--- src/rtl/shadow_win_pkg.sv ---
// Package: shared types for the shadowed window decoder.
// Assumes a single-master local bus; no bursts.
package shadow_win_pkg;
    // Kind of access latched at the start of a bus cycle.
    typedef enum logic [1:0] {
        ACC_IDLE  = 2'd0,
        ACC_READ  = 2'd1,
        ACC_WRITE = 2'd2
    } acc_e;
endpackage

--- src/rtl/shadow_win_map.sv ---
// shadow_win_map: combinational address decode.
// Flags whether an address falls in private SRAM, and whether it falls in the
// dual-port window at the base chosen by map_low. Assumes that the window size
// is a power of two and that the high base is aligned to it.
module shadow_win_map #(
    parameter int                CPU_AW  = 24,
    parameter int                SRAM_AW = 19,
    parameter int                DP_AW   = 11,
    parameter logic [CPU_AW-1:0] HI_BASE = 24'h007800
) (
    input  logic [CPU_AW-1:0] addr,
    input  logic              map_low,
    output logic              in_sram,
    output logic              in_win
);
    localparam int              TAGW   = CPU_AW - DP_AW;
    localparam logic [TAGW-1:0] HI_TAG = HI_BASE[CPU_AW-1:DP_AW];

    logic [TAGW-1:0] tag;
    assign tag = addr[CPU_AW-1:DP_AW];

    // Range test for SRAM; any bits above the SRAM width must be zero.
    generate
        if (CPU_AW > SRAM_AW) begin : g_upper
            assign in_sram = (addr[CPU_AW-1:SRAM_AW] == '0);
        end else begin : g_full
            assign in_sram = 1'b1;
        end
    endgenerate

    // Window hit: tag matches either base zero or the high base.
    always_comb begin
        if (map_low) in_win = in_sram && (tag == '0);
        else         in_win = in_sram && (tag == HI_TAG);
    end
endmodule

--- src/rtl/shadow_win_seq.sv ---
// shadow_win_seq: bus-cycle sequencer.
// Latches the decode when a strobe starts a cycle, drives registered selects,
// single-clock write enables and the acknowledge, and clears everything when
// the strobe drops. Assumes the strobe stays high until the acknowledge is seen.
module shadow_win_seq
    import shadow_win_pkg::*;
#(
    parameter int SRAM_AW = 19,
    parameter int DP_AW   = 11,
    parameter int DW      = 8
) (
    input  logic               clk,
    input  logic               rst_n,
    input  logic               hold,
    input  logic               strobe,
    input  logic               rw,
    input  logic [SRAM_AW-1:0] addr_lo,
    input  logic [DW-1:0]      wdata,
    input  logic               in_sram,
    input  logic               in_win,
    output acc_e               acc,
    output logic               dtack,
    output logic               sram_cs,
    output logic               sram_we,
    output logic [SRAM_AW-1:0] sram_addr,
    output logic               dp_cs,
    output logic               dp_we,
    output logic [DP_AW-1:0]   dp_addr,
    output logic [DW-1:0]      wdata_q
);
    logic start;
    assign start = strobe && (acc == ACC_IDLE) && !hold;

    // Cycle state: start latches decode, release clears, mid-cycle drops write enables.
    always_ff @(posedge clk) begin
        if (!rst_n) begin
            acc       <= ACC_IDLE;
            dtack     <= 1'b0;
            sram_cs   <= 1'b0;
            sram_we   <= 1'b0;
            dp_cs     <= 1'b0;
            dp_we     <= 1'b0;
            sram_addr <= '0;
            dp_addr   <= '0;
            wdata_q   <= '0;
        end else if (start) begin
            acc       <= rw ? ACC_READ : ACC_WRITE;
            dtack     <= 1'b1;
            sram_cs   <= in_sram;
            sram_we   <= in_sram && !rw;
            dp_cs     <= in_win;
            dp_we     <= in_win && !rw;
            sram_addr <= addr_lo;
            dp_addr   <= addr_lo[DP_AW-1:0];
            wdata_q   <= wdata;
        end else if (!strobe) begin
            acc     <= ACC_IDLE;
            dtack   <= 1'b0;
            sram_cs <= 1'b0;
            sram_we <= 1'b0;
            dp_cs   <= 1'b0;
            dp_we   <= 1'b0;
        end else begin
            sram_we <= 1'b0;
            dp_we   <= 1'b0;
        end
    end
endmodule

--- src/rtl/shadow_win_merge.sv ---
// shadow_win_merge: read data merge.
// ORs the bytes of whichever memories are selected during a read cycle.
// Assumes that unselected memories may present any value.
module shadow_win_merge
    import shadow_win_pkg::*;
#(
    parameter int DW = 8
) (
    input  acc_e          acc,
    input  logic          sram_cs,
    input  logic          dp_cs,
    input  logic [DW-1:0] sram_rdata,
    input  logic [DW-1:0] dp_rdata,
    output logic [DW-1:0] rdata
);
    // Gate each source by its select and OR them together.
    always_comb begin
        rdata = '0;
        if (acc == ACC_READ) begin
            if (sram_cs) rdata = rdata | sram_rdata;
            if (dp_cs)   rdata = rdata | dp_rdata;
        end
    end
endmodule

--- src/rtl/shadow_win_dec.sv ---
// shadow_win_dec: top of the per-CPU shadowed window decoder.
// SRAM always responds inside its range; the dual-port window overlays it at a
// base chosen by map_low_i, sampled when a cycle starts. Write data goes to both
// memories; read data is their OR. Zero wait states; no interrupts.
module shadow_win_dec #(
    parameter int                CPU_AW  = 24,
    parameter int                SRAM_AW = 19,
    parameter int                DP_AW   = 11,
    parameter int                DW      = 8,
    parameter logic [CPU_AW-1:0] HI_BASE = 24'h007800
) (
    input  logic               clk,
    input  logic               rst_n,
    input  logic               cpu_hold_i,
    input  logic               map_low_i,
    input  logic               strobe_i,
    input  logic               rw_i,
    input  logic [CPU_AW-1:0]  addr_i,
    input  logic [DW-1:0]      wdata_i,
    output logic [DW-1:0]      rdata_o,
    output logic               dtack_o,
    output logic               sram_cs_o,
    output logic               sram_we_o,
    output logic [SRAM_AW-1:0] sram_addr_o,
    output logic [DW-1:0]      sram_wdata_o,
    input  logic [DW-1:0]      sram_rdata_i,
    output logic               dp_cs_o,
    output logic               dp_we_o,
    output logic [DP_AW-1:0]   dp_addr_o,
    output logic [DW-1:0]      dp_wdata_o,
    input  logic [DW-1:0]      dp_rdata_i
);
    import shadow_win_pkg::*;

    logic          in_sram;
    logic          in_win;
    acc_e          acc;
    logic [DW-1:0] wdata_q;

    shadow_win_map #(
        .CPU_AW (CPU_AW),
        .SRAM_AW(SRAM_AW),
        .DP_AW  (DP_AW),
        .HI_BASE(HI_BASE)
    ) u_map (
        .addr   (addr_i),
        .map_low(map_low_i),
        .in_sram(in_sram),
        .in_win (in_win)
    );

    shadow_win_seq #(
        .SRAM_AW(SRAM_AW),
        .DP_AW  (DP_AW),
        .DW     (DW)
    ) u_seq (
        .clk      (clk),
        .rst_n    (rst_n),
        .hold     (cpu_hold_i),
        .strobe   (strobe_i),
        .rw       (rw_i),
        .addr_lo  (addr_i[SRAM_AW-1:0]),
        .wdata    (wdata_i),
        .in_sram  (in_sram),
        .in_win   (in_win),
        .acc      (acc),
        .dtack    (dtack_o),
        .sram_cs  (sram_cs_o),
        .sram_we  (sram_we_o),
        .sram_addr(sram_addr_o),
        .dp_cs    (dp_cs_o),
        .dp_we    (dp_we_o),
        .dp_addr  (dp_addr_o),
        .wdata_q  (wdata_q)
    );

    shadow_win_merge #(
        .DW(DW)
    ) u_merge (
        .acc       (acc),
        .sram_cs   (sram_cs_o),
        .dp_cs     (dp_cs_o),
        .sram_rdata(sram_rdata_i),
        .dp_rdata  (dp_rdata_i),
        .rdata     (rdata_o)
    );

    // One write byte feeds both memories so shadowed writes stay identical.
    assign sram_wdata_o = wdata_q;
    assign dp_wdata_o   = wdata_q;
endmodule

--- config.mk ---
export PLATFORM = sky130hd
export DESIGN_NAME = shadow_win_dec
export DESIGN_NICKNAME = d
export VERILOG_FILES = /design/src/rtl/shadow_win_pkg.sv /design/src/rtl/shadow_win_map.sv /design/src/rtl/shadow_win_seq.sv /design/src/rtl/shadow_win_merge.sv /design/src/rtl/shadow_win_dec.sv
export SDC_FILE = /design/constraint.sdc
export NUM_CORES = 1
export LEC_CHECK = 0
export CAP_MARGIN = 15
export CORE_ASPECT_RATIO = 0.6
export CORE_MARGIN = 2
export CORE_UTILIZATION = 37
export DETAILED_ROUTE_END_ITERATION = 6
export PLACE_DENSITY = 0.83
export RECOVER_POWER = 100
export SLEW_MARGIN = 20
export SYNTH_ARGS = -nofsm -noshare
export SYNTH_HDL_FRONTEND = slang
export SYNTH_SLANG_ARGS = --single-unit
--- constraint.sdc ---
create_clock -name clk -period 3.9 [get_ports clk]
set_clock_uncertainty 0.1 [all_clocks]
set_input_delay 0.975 -clock clk [delete_from_list [all_inputs] [get_ports clk]]
set_output_delay 0.975 -clock clk [all_outputs]
set_load 0.02 [all_outputs]
# ---- Yosys cells after proc, flatten, opt, wreduce, memory -nomap -nowiden
# Cells that the tools add are included.
dict set report classes {
  n_bitwise 1
  n_reduce_logical 12
  n_eq_ne 3
  muxes 12
}
# op count
set op_table {}
lappend op_table {{$mux W8} 4}
lappend op_table {{$eq A13 B4 Y1 const B} 1}
lappend op_table {{$logic_not A13 Y1} 1}
lappend op_table {{$or A8 B8 Y8} 1}
lappend op_table {{$logic_and A1 B1 Y1} 6}
lappend op_table {{$mux W2} 3}
lappend op_table {{$logic_not A5 Y1} 1}
lappend op_table {{$mux W1} 5}
lappend op_table {{$eq A2 B1 Y1 const B} 1}
lappend op_table {{$logic_not A1 Y1} 2}
lappend op_table {{$logic_not A2 Y1} 1}
lappend op_table {{$ne A2 B1 Y1 const B} 1}
lappend op_table {{$reduce_and A2 Y1} 1}
dict set report word_totals {
  out_inout_bits 59
  elab_cells 37
  reg_bits 45
  input_bits 54
}

# ---- Depth between registers and ports, before layout
dict set report logic_depth {
  ltp_word 5
  mapped_depth 5
  ltp_nobuf 4
}

# ---- Modules after synthesis
# A second synthesis with hierarchy kept.
dict set report unflattened {
  hier_cells 186
  area_unflattened_um2 1671.6
}
# mod cells_each instances seq_area_each_um2 area_per_inst_um2
set by_module_without_submodules {}
lappend by_module_without_submodules {shadow_win_seq 151 1 680.7 1422.6}
lappend by_module_without_submodules {shadow_win_merge 20 1 0.0 138.9}
lappend by_module_without_submodules {shadow_win_dec 8 1 0.0 60.1}
lappend by_module_without_submodules {shadow_win_map 7 1 0.0 50.0}

# ---- Least setup slack after synthesis
# Ideal clock, no wire load.
dict set report synth_timing {
  path_type {input port to output port}
  startpoint {input port sram_rdata_i[0]}
  endpoint {output port rdata_o[0]}
  required_ns 2.825
  path_buffers 0
  t_arrival_ns 1.340
  path_slack_ns 1.485
  stages 2
  cell_sequence {a22oi_1 nor2_1}
}
dict set report synth_between {
  elab_chain_len 5
}
# element line_no
set synth_lines {}
lappend synth_lines {{start, declared} shadow_win_dec.sv:26} ;# input logic [DW-1:0] sram_rdata_i,
lappend synth_lines {{$mux W8 (*)} shadow_win_merge.sv:20} ;# if (sram_cs) rdata = rdata | sram_rdata;
lappend synth_lines {{$mux W8 (*)} shadow_win_merge.sv:19} ;# if (acc == ACC_READ) begin
lappend synth_lines {{$or A8 B8 Y8} shadow_win_merge.sv:21} ;# if (dp_cs) rdata = rdata | dp_rdata;
lappend synth_lines {{$mux W8 (*)} shadow_win_merge.sv:21}
lappend synth_lines {{$mux W8 (*)} shadow_win_merge.sv:19}
lappend synth_lines {{end, declared} shadow_win_dec.sv:20} ;# output logic [DW-1:0] rdata_o,
# Every way passes the cells marked *; elsewhere a longest branch is shown, timed or not. The select of a mux whose other input is x is not followed.

# ---- Final worst setup path
# Ends and elaborated chain as after synthesis.

==> results by group <==
STA
  – Hold Fails Final Rpt: 0
  – Max-slew violation count: 0
  – Min Tclk post-route: 3390 ps
  – Tightest Pin Transition: 1300 ps
  – Fmax: 295 MHz
  – Slew margin rel.: 0.132
  – Final setup vio count: 0
  – RSZ-0062 raised after global routing: false
  – TNS Setup: 0 ps
  – Period utilization: 0.870

CTS
  – H-tree Lvls: 2
  – CTS hold repair buffers: 0
  – CTS tree: done
  – Maximum clock path buffer count: 2
  – Post-cts sizing count: 0
  – Clk root buf: clkbuf_8
  – Post-CTS repair timing setup buffer count: 0
  – Sink Count: 34
  – CTS clk-pin slew, worst paths: 60 ps
  – Clock Latency Late Sink: 280 ps
  – Cts bufs inserted: 5

Hold path
  – Start point of the worst min-delay path: u_seq.sram_addr[14]$_SDFFE_PN0P_
  – Worst min path class: flop to flop

Detailed routing
  – Final WL: 4220 um
  – DRC viols: 0
  – Routed wire length per instance: 12.8 um
  – 1st-iter DRT viols: 32
  – DR vias/cell: 4.69
  – Antenna viol nets, final: 0
  – First-pass iteration count of the detailed router: 3
  – Vias: 1543

Floorplan
  – Die Height: 53.8 um
  – I/O pin count: 113
  – Die X-Extent: 87.0 um
  – Core ar.: 4030 um2
  – Initial Util: 0.380
  – Row count: 18
  – Die area: 4680 um2

Logic synthesis
  – Register area share after synthesis: 0.445
  – Syn Nets: 243
  – Synth warn: 0
  – Mapped cell area: 1530 um2
  – Synth cell types: 21
  – Yosys reg bits: 34
  – Mapped Avg Cell Area: 8.10 um2
  – Post-synth EDFFs: 0
  – Asr flop ratio synth: 0
  – Top FF cell, synth: dfxtp_1
  – Synthesized instance count: 189

Flow run
  – Max-Cap Viols: 0

Layout
  – Layout area overhead: 71.1%
  – Share of cells above drive strength 1: 0.0287
  – Antenna cells: 0
  – Finished Cell Area: 2620 um2
  – Fillers: 348
  – Final nets: 333
  – Most common cell after layout, fill and taps aside: dlygate4sd3_1
  – Most frequent cells in the layout: 61 x dlygate4sd3_1, 57 x nand2_1, 51 x clkdlybuf4s50_1

Critical path
  – Worst-path fanout max: 1
  – Worst EP arrival: 2320 ps
  – WS Path Type: primary input to primary output
  – CP Data Required Time: 2820 ps
  – Crit path from: sram_rdata_i[0]
  – Worst setup EP type: primary output
  – Reg2reg start: u_seq.acc[1]$_SDFFE_PN0P_
  – Critical Path Start Type: primary input

GRT
  – Number of antenna violations at the first check in global routing: 0
  – Largest net degree at the start of global routing: 31
  – Number of global-route vias before repair: 1383
  – Total track usage: 0.176
  – Global-route wire length before repair: 6230 um
  – Grt ovf: 0

Placed design
  – RD Place Congestion: 0.745
  – Port bufs: 112
  – Placed instance area: 2550 um2
  – Dpl hpwl: 3150 um

Pwr
  – Pwr dens: 295 nW/um2
  – Peak VDD IR: 219 uV
  – Power, Total: 772 uW
  – Leak: 0.00109 uW

Status
  – Status: finished, final reports clean
==> registers in the layout, summed over array words and instances, names as in the netlist <==
register / flops
u_seq.acc: 2
u_seq.sram_addr: 19
u_seq.dp_cs: 1
u_seq.dp_we: 1
u_seq.wdata_q: 8
u_seq.sram_cs: 1
u_seq.dtack: 1
u_seq.sram_we: 1
==> metrics by stage <==
| step | instances | hold slack, ps | setup WS [ps] | utilization |
|---|---|---|---|---|
| global placement | 322 | 348 | 599 | 0.632 |
| detailed placement | 322 | 357 | 570 | 0.632 |
| global route | 329 | 383 | 464 | 0.649 |
| floorplan | 189 | 374 | 1490 | - |
| CTS | 329 | 364 | 568 | 0.651 |
| finish | 329 | 358 | 509 | 0.649 |
==> cell type report <==
class	count	area, um2	area share
clock buffer	7	76.3	0.0292
multi-input combinational	123	658	0.251
sequential	34	681	0.260
tap	50	62.6	0.0239
timing repair buffer	115	1140	0.435
==> Yosys cell counts, types with 2 or more instances <==
| cell | count | area (um2) |
|---|---|---|
| or4_1 | 2 | 15.0 |
| a21oi_1 | 2 | 10.0 |
| a21boi_1 | 3 | 22.5 |
| nand4_1 | 2 | 12.5 |
| buf_2 | 3 | 15.0 |
| dfxtp_1 | 34 | 681 |
| a21boi_0 | 27 | 203 |
| clkbuf_1 | 10 | 37.5 |
| a22oi_1 | 8 | 60.1 |
| buf_4 | 19 | 143 |
| and3_1 | 2 | 12.5 |
| nor2_1 | 11 | 41.3 |
| nand2_1 | 57 | 214 |
| nand3_1 | 2 | 10.0 |
==> critical path, cell delays in order <==
cell and delay (ps):
clkdlybuf4s50_1 460, a22oi_1 90, nor2_1 110, dlygate4sd3_1 680
==> path summary, 6_finish.rpt <==
kind | to | slack [ps] | depth (start not counted)
setup / recovery | rdata_o[0] | 510 | 4
hold / removal | u_seq.sram_addr[14]$_SDFFE_PN0P_ | 360 | 2
setup reg to reg | u_seq.sram_cs$_SDFFE_PN0P_ | 1820 | 4
hold reg to reg | u_seq.sram_addr[14]$_SDFFE_PN0P_ | 360 | 2
==> power breakdown <==
| part | internal (uW) | switching [uW] |
|---|---|---|
| clock | 123 | 115 |
| combinational | 90.4 | 73.1 |
| sequential | 362 | 8.95 |
| total | 575 | 197 |
==> cell families (layout without fill, tap and decap cells) <==
logic type / after synthesis / after routing / share of synthesized area
mux: 1 / 1 / 0.00654
compound gates: 40 / 40 / 0.193
flops: 34 / 34 / 0.445
buf+inv: 32 / 122 / 0.128
simple gates: 82 / 82 / 0.228
==> routing by layer <==
layer / global-route usage / part of all wire
met1: 0.197 / 0.43
met2: 0.295 / 0.44
met3: 0.0936 / 0.12
met4: 0.0547 / 0.0050
met5: 0 / 0
(Power assumes the default switching activity.)
